File: src/rtl/lpm_pkg.sv
package lpm_pkg;

  parameter int DS_W    = 3;
  parameter int MSG_W   = 2;
  parameter int NUM_MSG = 3;

  typedef logic [DS_W-1:0]    dstate_t;
  typedef logic [NUM_MSG-1:0] msgvec_t;

  localparam dstate_t DS_D0 = 3'b000;
  localparam dstate_t DS_D3 = 3'b011;

  // request index: lower index wins arbitration
  localparam int IDX_PME  = 0;
  localparam int IDX_TOFF = 1;
  localparam int IDX_L23  = 2;

  typedef enum logic [MSG_W-1:0] {
    MSG_NONE = 2'd0,
    MSG_PME  = 2'd1,
    MSG_TOFF = 2'd2,
    MSG_L23  = 2'd3
  } msg_t;

  typedef enum logic [1:0] {
    LK_L0  = 2'd0,
    LK_L0S = 2'd1,
    LK_L1  = 2'd2,
    LK_L23 = 2'd3
  } link_t;

  function automatic logic ds_legal(input dstate_t d);
    return (d == DS_D0) || (d == DS_D3);
  endfunction

  function automatic logic ds_is_low(input dstate_t d);
    return d == DS_D3;
  endfunction

  function automatic logic l1_allowed(input logic in_d3, input logic l1_req,
                                      input logic xp_now, input logic xp_prev);
    return (in_d3 || l1_req) && !xp_now && !xp_prev;
  endfunction

  // isolate lowest set bit
  function automatic msgvec_t first_set(input msgvec_t v);
    return v & (~v + msgvec_t'(1));
  endfunction

  function automatic msg_t onehot_code(input msgvec_t oh);
    msg_t c;
    c = MSG_NONE;
    for (int i = 0; i < NUM_MSG; i++)
      if (oh[i]) c = msg_t'(i + 1);
    return c;
  endfunction

endpackage

File: src/rtl/lpm_dstate.sv
module lpm_dstate
  import lpm_pkg::*;
(
  input  logic    clk,
  input  logic    rst_n,
  input  logic    wr_en,
  input  dstate_t wr_data,
  input  logic    wake,
  input  logic    oob_pwrup,
  output dstate_t dstate,
  output logic    wake_evt
);

  dstate_t ds_q;
  dstate_t ds_d;
  logic    wr_ok;

  assign wake_evt = (wake || oob_pwrup) && ds_is_low(ds_q);
  assign wr_ok    = wr_en && ds_legal(wr_data);

  always_comb begin
    ds_d = ds_q;
    if (wake_evt)   ds_d = DS_D0;
    else if (wr_ok) ds_d = wr_data;
  end

  always_ff @(posedge clk) begin
    if (!rst_n) ds_q <= DS_D0;
    else        ds_q <= ds_d;
  end

  assign dstate = ds_q;

endmodule

File: src/rtl/lpm_msg_arb.sv
module lpm_msg_arb
  import lpm_pkg::*;
(
  input  logic    clk,
  input  logic    rst_n,
  input  msgvec_t set_vec,
  input  logic    tx_ready,
  output msgvec_t pend_vec,
  output msgvec_t gnt_vec,
  output logic    msg_valid,
  output msg_t    msg_type
);

  msgvec_t pend_q;
  logic    valid_q;
  msg_t    type_q;

  assign gnt_vec = tx_ready ? first_set(pend_q) : '0;

  for (genvar i = 0; i < NUM_MSG; i++) begin : g_pend
    always_ff @(posedge clk) begin
      if (!rst_n) pend_q[i] <= 1'b0;
      else        pend_q[i] <= set_vec[i] | (pend_q[i] & ~gnt_vec[i]);
    end
  end

  always_ff @(posedge clk) begin
    if (!rst_n) begin
      valid_q <= 1'b0;
      type_q  <= MSG_NONE;
    end else begin
      valid_q <= |gnt_vec;
      type_q  <= onehot_code(gnt_vec);
    end
  end

  assign pend_vec  = pend_q;
  assign msg_valid = valid_q;
  assign msg_type  = type_q;

endmodule

File: src/rtl/lpm_link_fsm.sv
module lpm_link_fsm
  import lpm_pkg::*;
(
  input  logic    clk,
  input  logic    rst_n,
  input  dstate_t dstate,
  input  logic    l1_req,
  input  logic    xfer_pending,
  input  logic    link_idle,
  input  logic    wake_evt,
  input  logic    l23_gnt,
  output logic    in_l1,
  output logic    in_l0s,
  output logic    in_l23,
  output logic    l1_ok
);

  link_t st_q;
  link_t st_d;
  logic  xp_q;

  assign l1_ok = l1_allowed(ds_is_low(dstate), l1_req, xfer_pending, xp_q);

  always_comb begin
    st_d = st_q;
    if (l23_gnt)       st_d = LK_L23;
    else if (wake_evt) st_d = LK_L0;
    else begin
      case (st_q)
        LK_L0:   if (l1_ok) st_d = LK_L1;
                 else if (link_idle) st_d = LK_L0S;
        LK_L0S:  if (l1_ok) st_d = LK_L1;
                 else if (!link_idle) st_d = LK_L0;
        LK_L1:   if (xfer_pending) st_d = LK_L0;
        default: st_d = st_q;
      endcase
    end
  end

  always_ff @(posedge clk) begin
    if (!rst_n) begin
      st_q <= LK_L0;
      xp_q <= 1'b0;
    end else begin
      st_q <= st_d;
      xp_q <= xfer_pending;
    end
  end

  assign in_l1  = st_q == LK_L1;
  assign in_l0s = st_q == LK_L0S;
  assign in_l23 = st_q == LK_L23;

endmodule

File: src/rtl/lpm_handshake.sv
module lpm_handshake
  import lpm_pkg::*;
(
  input  logic       clk,
  input  logic       rst_n,
  input  logic       cfg_ds_we,
  input  logic [2:0] cfg_ds_wdata,
  input  logic       app_wake,
  input  logic       oob_pwrup,
  input  logic       app_turnoff,
  input  logic       rx_turnoff,
  input  logic       app_l23_ready,
  input  logic       app_xfer_pending,
  input  logic       app_l1_req,
  input  logic       link_idle,
  input  logic       tx_ready,
  output logic       msg_valid,
  output logic [1:0] msg_type,
  output logic [2:0] dstate,
  output logic       link_in_l1,
  output logic       link_in_l0s,
  output logic       link_in_l23,
  output logic       turnoff_overrun
);

  dstate_t ds;
  logic    wake_evt;
  msgvec_t set_vec, pend_vec, gnt_vec;
  msg_t    mtype;
  logic    l23_wait_q;
  logic    l23_set;
  logic    toff_drop;
  logic    err_q;
  logic    l23_gnt;
  logic    l1_ok;

  lpm_dstate u_ds (
    .clk(clk), .rst_n(rst_n),
    .wr_en(cfg_ds_we), .wr_data(cfg_ds_wdata),
    .wake(app_wake), .oob_pwrup(oob_pwrup),
    .dstate(ds), .wake_evt(wake_evt)
  );

  // named events for the checker
  assign toff_drop = app_turnoff && pend_vec[IDX_TOFF];
  assign l23_set   = l23_wait_q && app_l23_ready;
  assign l23_gnt   = gnt_vec[IDX_L23];

  always_comb begin
    set_vec           = '0;
    set_vec[IDX_PME]  = wake_evt;
    set_vec[IDX_TOFF] = app_turnoff && !pend_vec[IDX_TOFF];
    set_vec[IDX_L23]  = l23_set;
  end

  always_ff @(posedge clk) begin
    if (!rst_n) begin
      l23_wait_q <= 1'b0;
      err_q      <= 1'b0;
    end else begin
      if (rx_turnoff)   l23_wait_q <= 1'b1;
      else if (l23_set) l23_wait_q <= 1'b0;
      if (toff_drop) err_q <= 1'b1;
    end
  end

  lpm_msg_arb u_arb (
    .clk(clk), .rst_n(rst_n),
    .set_vec(set_vec), .tx_ready(tx_ready),
    .pend_vec(pend_vec), .gnt_vec(gnt_vec),
    .msg_valid(msg_valid), .msg_type(mtype)
  );

  lpm_link_fsm u_link (
    .clk(clk), .rst_n(rst_n),
    .dstate(ds), .l1_req(app_l1_req),
    .xfer_pending(app_xfer_pending), .link_idle(link_idle),
    .wake_evt(wake_evt), .l23_gnt(l23_gnt),
    .in_l1(link_in_l1), .in_l0s(link_in_l0s), .in_l23(link_in_l23),
    .l1_ok(l1_ok)
  );

  assign msg_type        = mtype;
  assign dstate          = ds;
  assign turnoff_overrun = err_q;

endmodule

File: config.mk
export PLATFORM = sky130hd
export DESIGN_NAME = lpm_handshake
export DESIGN_NICKNAME = d
export VERILOG_FILES = /design/src/rtl/lpm_pkg.sv /design/src/rtl/lpm_dstate.sv /design/src/rtl/lpm_msg_arb.sv /design/src/rtl/lpm_link_fsm.sv /design/src/rtl/lpm_handshake.sv
export SDC_FILE = /design/constraint.sdc
export NUM_CORES = 1
export LEC_CHECK = 0
export BUFFER_PORTS_ARGS = -buffer_cell sky130_fd_sc_hd__buf_2
export CAP_MARGIN = 10
export CORE_UTILIZATION = 45
export DETAILED_ROUTE_END_ITERATION = 10
export MAX_ROUTING_LAYER = met4
export PLACE_DENSITY = 0.76
export REMOVE_ABC_BUFFERS = 1
export SLEW_MARGIN = 20
export SYNTH_ARGS = -nofsm -noshare
export SYNTH_HDL_FRONTEND = slang
export SYNTH_SLANG_ARGS = --single-unit
File: constraint.sdc
create_clock -name clk -period 3 [get_ports clk]
set_input_delay 0.45 -clock clk [delete_from_list [all_inputs] [get_ports clk]]
set_output_delay 0.45 -clock clk [all_outputs]
set_load 0.05 [all_outputs]
[Word-level counts from Yosys, hierarchy flattened]
Index checks and enable logic that the tools add are counted.
Operators by class
  bitwise operators: 12
  $add $sub $neg: 1
  equality and inequality tests: 8
  muxes and demuxes: 14
  reduce and logical (&&, ||, !) cells: 20
Operator list (number)
  2-bit two-way mux: 9
  1-bit logical AND: 7
  3-bit by 2-bit equality test with 1-bit output (second input constant): 2
  2-bit one-hot mux with 3 select lines: 1
  5-bit by 2-bit != test with 1-bit output (second input constant): 1
  5-bit != test (second input constant): 1
  5-bit nonzero test: 1
  2-bit equality test (second input constant): 2
  4-bit by 2-bit != test with 1-bit output (second input constant): 1
  1-bit NOT: 4
  4-bit AND reduction: 1
  3-bit by 1-bit adder with 3-bit output (second input constant): 1
  1-bit bitwise AND: 3
  3-bit bitwise AND: 1
  1-bit logical NOT: 3
  3-bit logical NOT: 1
  1-bit logical OR: 3
  1-bit two-way mux: 3
  3-bit two-way mux: 1
  3-bit NOT: 1
  1-bit OR: 3
  3-bit OR reduction: 1
  2-bit by 1-bit equality test with 1-bit output (second input constant): 1
  2-bit logical NOT: 1
  other kinds (2): 2
Storage, ports and cells
  output and inout bits: 10
  register bits after elaboration: 14
  bits of input ports: 15

[Logic depth before layout (Yosys ltp)]
  depth in word-level cells: 8
  mapped depth: 6
  gate-level depth less buffers: 6

[By module]
From an unflattened synthesis, not the netlist that was laid out.
Second synthesis, totals
  cell total of the unflattened synthesis: 82
  area, all modules: 708.2 um^2
By module, submodules not included
  lpm_link_fsm: cells an instance 30, instances 1, sequential area each 60.1 um^2, area an instance 262.8 um^2
  lpm_msg_arb: cells an instance 27, instances 1, sequential area each 120.1 um^2, area an instance 226.5 um^2
  lpm_dstate: cells an instance 17, instances 1, sequential area each 60.1 um^2, area an instance 140.1 um^2
  lpm_handshake: cells an instance 8, instances 1, sequential area each 40.0 um^2, area an instance 78.8 um^2

[Least setup slack after synthesis]
Ideal clock, no wire load.
  path kind: register to register
  from: register u_link.st_q[1]
  to: register u_link.st_q[1]
  cell stages (with the launch flop): 7
  period minus slack after synthesis: 1.881 ns
  path slack: 1.119 ns
  library setup time: 0.120 ns
  data arrival time: 1.761 ns
  path buffers: 0
  cells stage by stage: dfxtp_1 -> inv_1 -> ha_1 -> mux2_1 -> o311a_1 -> o211a_1 -> o31a_1
Between the ends
  longest elaborated chain between the ends: 4
  elaborated cells between the ends (all ways): 11
  those cells by class: eq/ne (5); mux (3); reduce/logical (3)
RTL lines
  start: declaration: RTL line lpm_link_fsm.sv:18  | link_t st_q;
  start signal: assignment: RTL line lpm_link_fsm.sv:45  | st_q <= st_d;
  2-bit by 1-bit equality test with 1-bit output (*)
  net link_in_l0s: RTL line lpm_handshake.sv:21  | output logic link_in_l0s,
  2-bit one-hot mux with 3 select lines: RTL line lpm_link_fsm.sv:29  | case (st_q)
  2-bit two-way mux: RTL line lpm_link_fsm.sv:27  | else if (wake_evt) st_d = LK_L0;
  2-bit two-way mux: RTL line lpm_link_fsm.sv:26  | if (l23_gnt) st_d = LK_L23;
The timed path passes the listed nets; every way through them passes the cells marked *.
A chain may end at the register's enable or synchronous reset.

[Worst setup path after layout]
  from: register u_link.st_q[1]
  to: register u_link.st_q[1]
Between the ends
  longest elaborated chain between the ends: 4
  elaborated cells between the ends (all ways): 11
  those cells by class: eq/ne (5); mux (3); reduce/logical (3)
RTL lines (RTL line)
  2-bit equality test, or another cell as far along: lpm_link_fsm.sv:29
  2-bit one-hot mux with 3 select lines: lpm_link_fsm.sv:29
  2-bit two-way mux: lpm_link_fsm.sv:27
  2-bit two-way mux: lpm_link_fsm.sv:26
Several ways; a longest one is shown, not always the timed one.

==> summary.md <==
| Metric | Value |
|---|---|
| Run status | finished, final reports clean |
| Least-Margin Pin Slew | between 0.3 and 0.4 ns |
| CTS tree | yes |
| Full die area | between 1500 and 2000 µm² |
| Worst r2r dst | u_link.st_q[1]$_SDFFE_PN0P_ |
| Die X | 41.21 µm |
| DR vias/cell | roughly 5.4 |
| PortBufs | 24 |
| Max-cap violation count | 0 |
| Fin nets | about 120 |
| Global-route wire length before repair | around 2.0 mm |
| Crit end category | flop |
| Worst-path fanout max | 4 |
| Root buffer cell | clkbuf_4 |
| Final hold vios | 0 |
| Part of the Yosys area used for sequential elements | 0.4051 |
| Clock sinks | 14 |
| CP startpoint kind | flop |
| Synth Warn # | 0 |
| CP Class | reg2reg |
| Initial DRC count | 8 |
| Critical path, cell by cell | inv_1 > ha_1 > mux2_1 > o311a_1 > o211a_1 > o31a_1 |
| Flops & latches, synth | 14 |
| Hold endpoint | l23_wait_q$_SDFFE_PN0P_ |
| Pre-antenna DRT Iters | 4 |
| Power Dens Cells | just under 600 nW/µm² |
| Hold Crit Class | in2reg |
| Routability cong. | 0.6697 |
| Hold_buf cts | 0 |
| Share of Yosys cell area claimed by the top area cell type | 0.4051 |
| Critical path data arrival time | between 1.5 and 2 ns |
| RR Startpoint | u_link.st_q[1]$_SDFFE_PN0P_ |
| Worst Skew | ~0.0035 ns |
| Period minus WS final | 1.718 ns |
| Vias | 636 |
| Row count | 13 |
| Number of post-CTS setup repair buffers | 0 |
| Fraction of layout cells with a size suffix above 1 | 0.2913 |
| Largest net degree at the start of global routing | 13 |
| RSZ-0062 raised after global routing | no |
| Post-cts sizing count | 0 |
| IO Pins | 25 |
| Top routing layer used | met4 |
| Max stage delay cell, worst path | dfxtp_1 |
| Peak VDD IR | 0.3787 mV |
| Setup_tns | 0 ns |
| # diodes | 0 |
| Worst Reg-to-Reg Cells | 6 |
| HPWL Detailed | 1.026 mm |
| Clock slew at reported path FFs | about 0.08 ns |
| Detail-routed net length per standard cell | around 11 µm |
| H-tree Lvls | 1 |
| Peak Freq | around 0.58 GHz |
| CORE AREA | about 1400 µm² |
| Vias in the first global route | 502 |
| Post-synthesis cell type count | 30 |
| Met1 WL | roughly 570 µm |
| Die height | around 40 µm |
| Finished Cell Area | 849.6 µm² |
| Met2 wire length | around 670 µm |
| Antenna violations before repair | 0 |
| TritonCTS Buffers | 3 |
| Hold Crit Start | rx_turnoff |
| Synth Cell Area | 691.9 µm² |
| Leakage power | between 0.4 and 0.5 nW |
| Area contributors post-synth | dfxtp_1, ha_1, o211a_1 |
| Area Growth Syn to Fin | 22.78% |
| WP data required | 3.17 ns |
| Final Cycle Share | 0.5725 |
| Clock tree buffer depth | 2 |
| Placed Area | 827.0 µm² |
| WP buf/inv | 1 |
| Avg Cell Area, Syn | between 8 and 9 µm² |
| GRT Overall Usage | 0.1912 |
| Met3 wire len | 48 µm |
| Crit path largest cell delay | between 0.3 and 0.4 ns |
| Worst hold path depth | 2 |
| Slew Viols, Final | 0 |
| Crit path max-delay family | compound AO/OA/AOI/OAI gates |
| Slew headroom | 0.7527 |
| Final setup viols | 0 |
| Post-route DRC | 0 |
| Cell taking the most area after synthesis | dfxtp_1 |
| R2r setup slk | roughly 1.3 ns |
| Total grt overflow | 0 |
| Final WL | 1.308 mm |
| Post-Syn Instances | between 70 and 80 |
| Initial Util | 0.5064 |
| Clock network latency to the later pin of the worst-skew pair | between 0.2 and 0.3 ns |
| Antenna Nets Post-Route | 0 |
==> state kept, by name (all words and copies together) (netlist names) <==
signal / flops
turnoff_overrun: 1
l23_wait_q: 1
u_ds.dstate: 3
u_arb.msg_valid: 1
u_arb.pend_vec: 3
u_link.st_q: 2
u_link.xp_q: 1
u_arb.msg_type: 2
==> worst max-delay path by stage <==
| stage | slack (ns) | start | end | depth (start not counted) |
|---|---|---|---|---|
| after floorplan | 1.12 | u_link.st_q[1]$_SDFFE_PN0P_ | u_link.st_q[1]$_SDFFE_PN0P_ | 6 |
| after global placement | 1.34 | u_link.st_q[1]$_SDFFE_PN0P_ | u_link.st_q[1]$_SDFFE_PN0P_ | 6 |
| after detailed placement | 1.28 | u_link.st_q[1]$_SDFFE_PN0P_ | u_link.st_q[1]$_SDFFE_PN0P_ | 6 |
| after CTS | 1.27 | u_link.st_q[1]$_SDFFE_PN0P_ | u_link.st_q[1]$_SDFFE_PN0P_ | 6 |
| after global routing | 1.17 | u_link.st_q[1]$_SDFFE_PN0P_ | u_link.st_q[1]$_SDFFE_PN0P_ | 6 |
| final | 1.28 | u_link.st_q[1]$_SDFFE_PN0P_ | u_link.st_q[1]$_SDFFE_PN0P_ | 6 |
==> cell families (layout without fill, tap and decap cells) <==
logic type / count (synthesis) / count (layout) / share of synthesized area
AND/OR/NAND/NOR: 30 / 30 / 0.2532
AO/OA/AOI/OAI: 21 / 21 / 0.2080
flip-flops: 14 / 14 / 0.4051
buffers and inverters: 6 / 32 / 0.03255
adder cells (fa/ha/maj): 4 / 4 / 0.07234
XOR/XNOR: 1 / 1 / 0.01266
multiplexers: 1 / 1 / 0.01627
==> routing by layer <==
layer	vias up	GRT usage
met4	0	0.09677
met2	13	0.3086
li1	326	-
met5	-	-
met1	293	0.2171
met3	4	0.04891
==> synth_stat cells (all sizes together) <==
library cell and count:
o31a 1, or3b 1, and2 1, mux2 1
and3b 1, nand3b 1, nor3b 1, o311a 1
a21oi 4, nand2 4, dfxtp 14, ha 4
o21a 1, a2111oi 1, nand4 1, clkbuf 1
o21ai 7, xor2 1, nor3 3, nor2b 3
or2 2, a21boi 2, inv 5, nand2b 3
nor4 1, nor2 8, o211a 3, o311ai 1
==> per-stage QoR <==
| stage | cells | hold slack, ns | power, mW | util | worst slack, ns |
|---|---|---|---|---|---|
| after floorplan | 76 | 0.4388 | 0.3540 | - | 1.119 |
| after global placement | 115 | 0.4543 | 0.3910 | 0.6053 | 1.341 |
| after detailed placement | 115 | 0.4537 | 0.3976 | 0.6053 | 1.284 |
| after CTS | 118 | 0.3764 | 0.5006 | 0.6218 | 1.272 |
| after global routing | 118 | 0.3670 | 0.5310 | 0.6218 | 1.174 |
| final | 118 | 0.3820 | 0.4954 | 0.6218 | 1.282 |
==> final cells by class <==
class | instances | area (µm²)
inverters | 5 | 18.77
repair buffers | 24 | 120.1
well taps | 15 | 18.77
clock buffers | 3 | 22.52
flip-flops and latches | 14 | 280.3
multi-input cells | 57 | 389.1
fillers | 123 | 516.7
==> cells in the final DEF, fill, tap and decap left out, types with 3 or more instances in the layout <==
cell	count
nor3_1	3
o211a_1	3
nand2b_1	3
a21oi_1	4
nor2b_1	3
buf_2	24
o21ai_0	6
inv_1	5
dfxtp_1	14
ha_1	4
clkbuf_4	3
nor2_1	8
nand2_1	4
==> power breakdown <==
part | total, mW | leakage [nW] | internal [mW] | switching [mW]
Sequential | 0.214 | 0.115 | 0.201 | 0.0130
Clock | 0.102 | 0.0138 | 0.0465 | 0.0556
Combinational | 0.179 | 0.314 | 0.0656 | 0.114
Power figures use the tool's default switching activity.
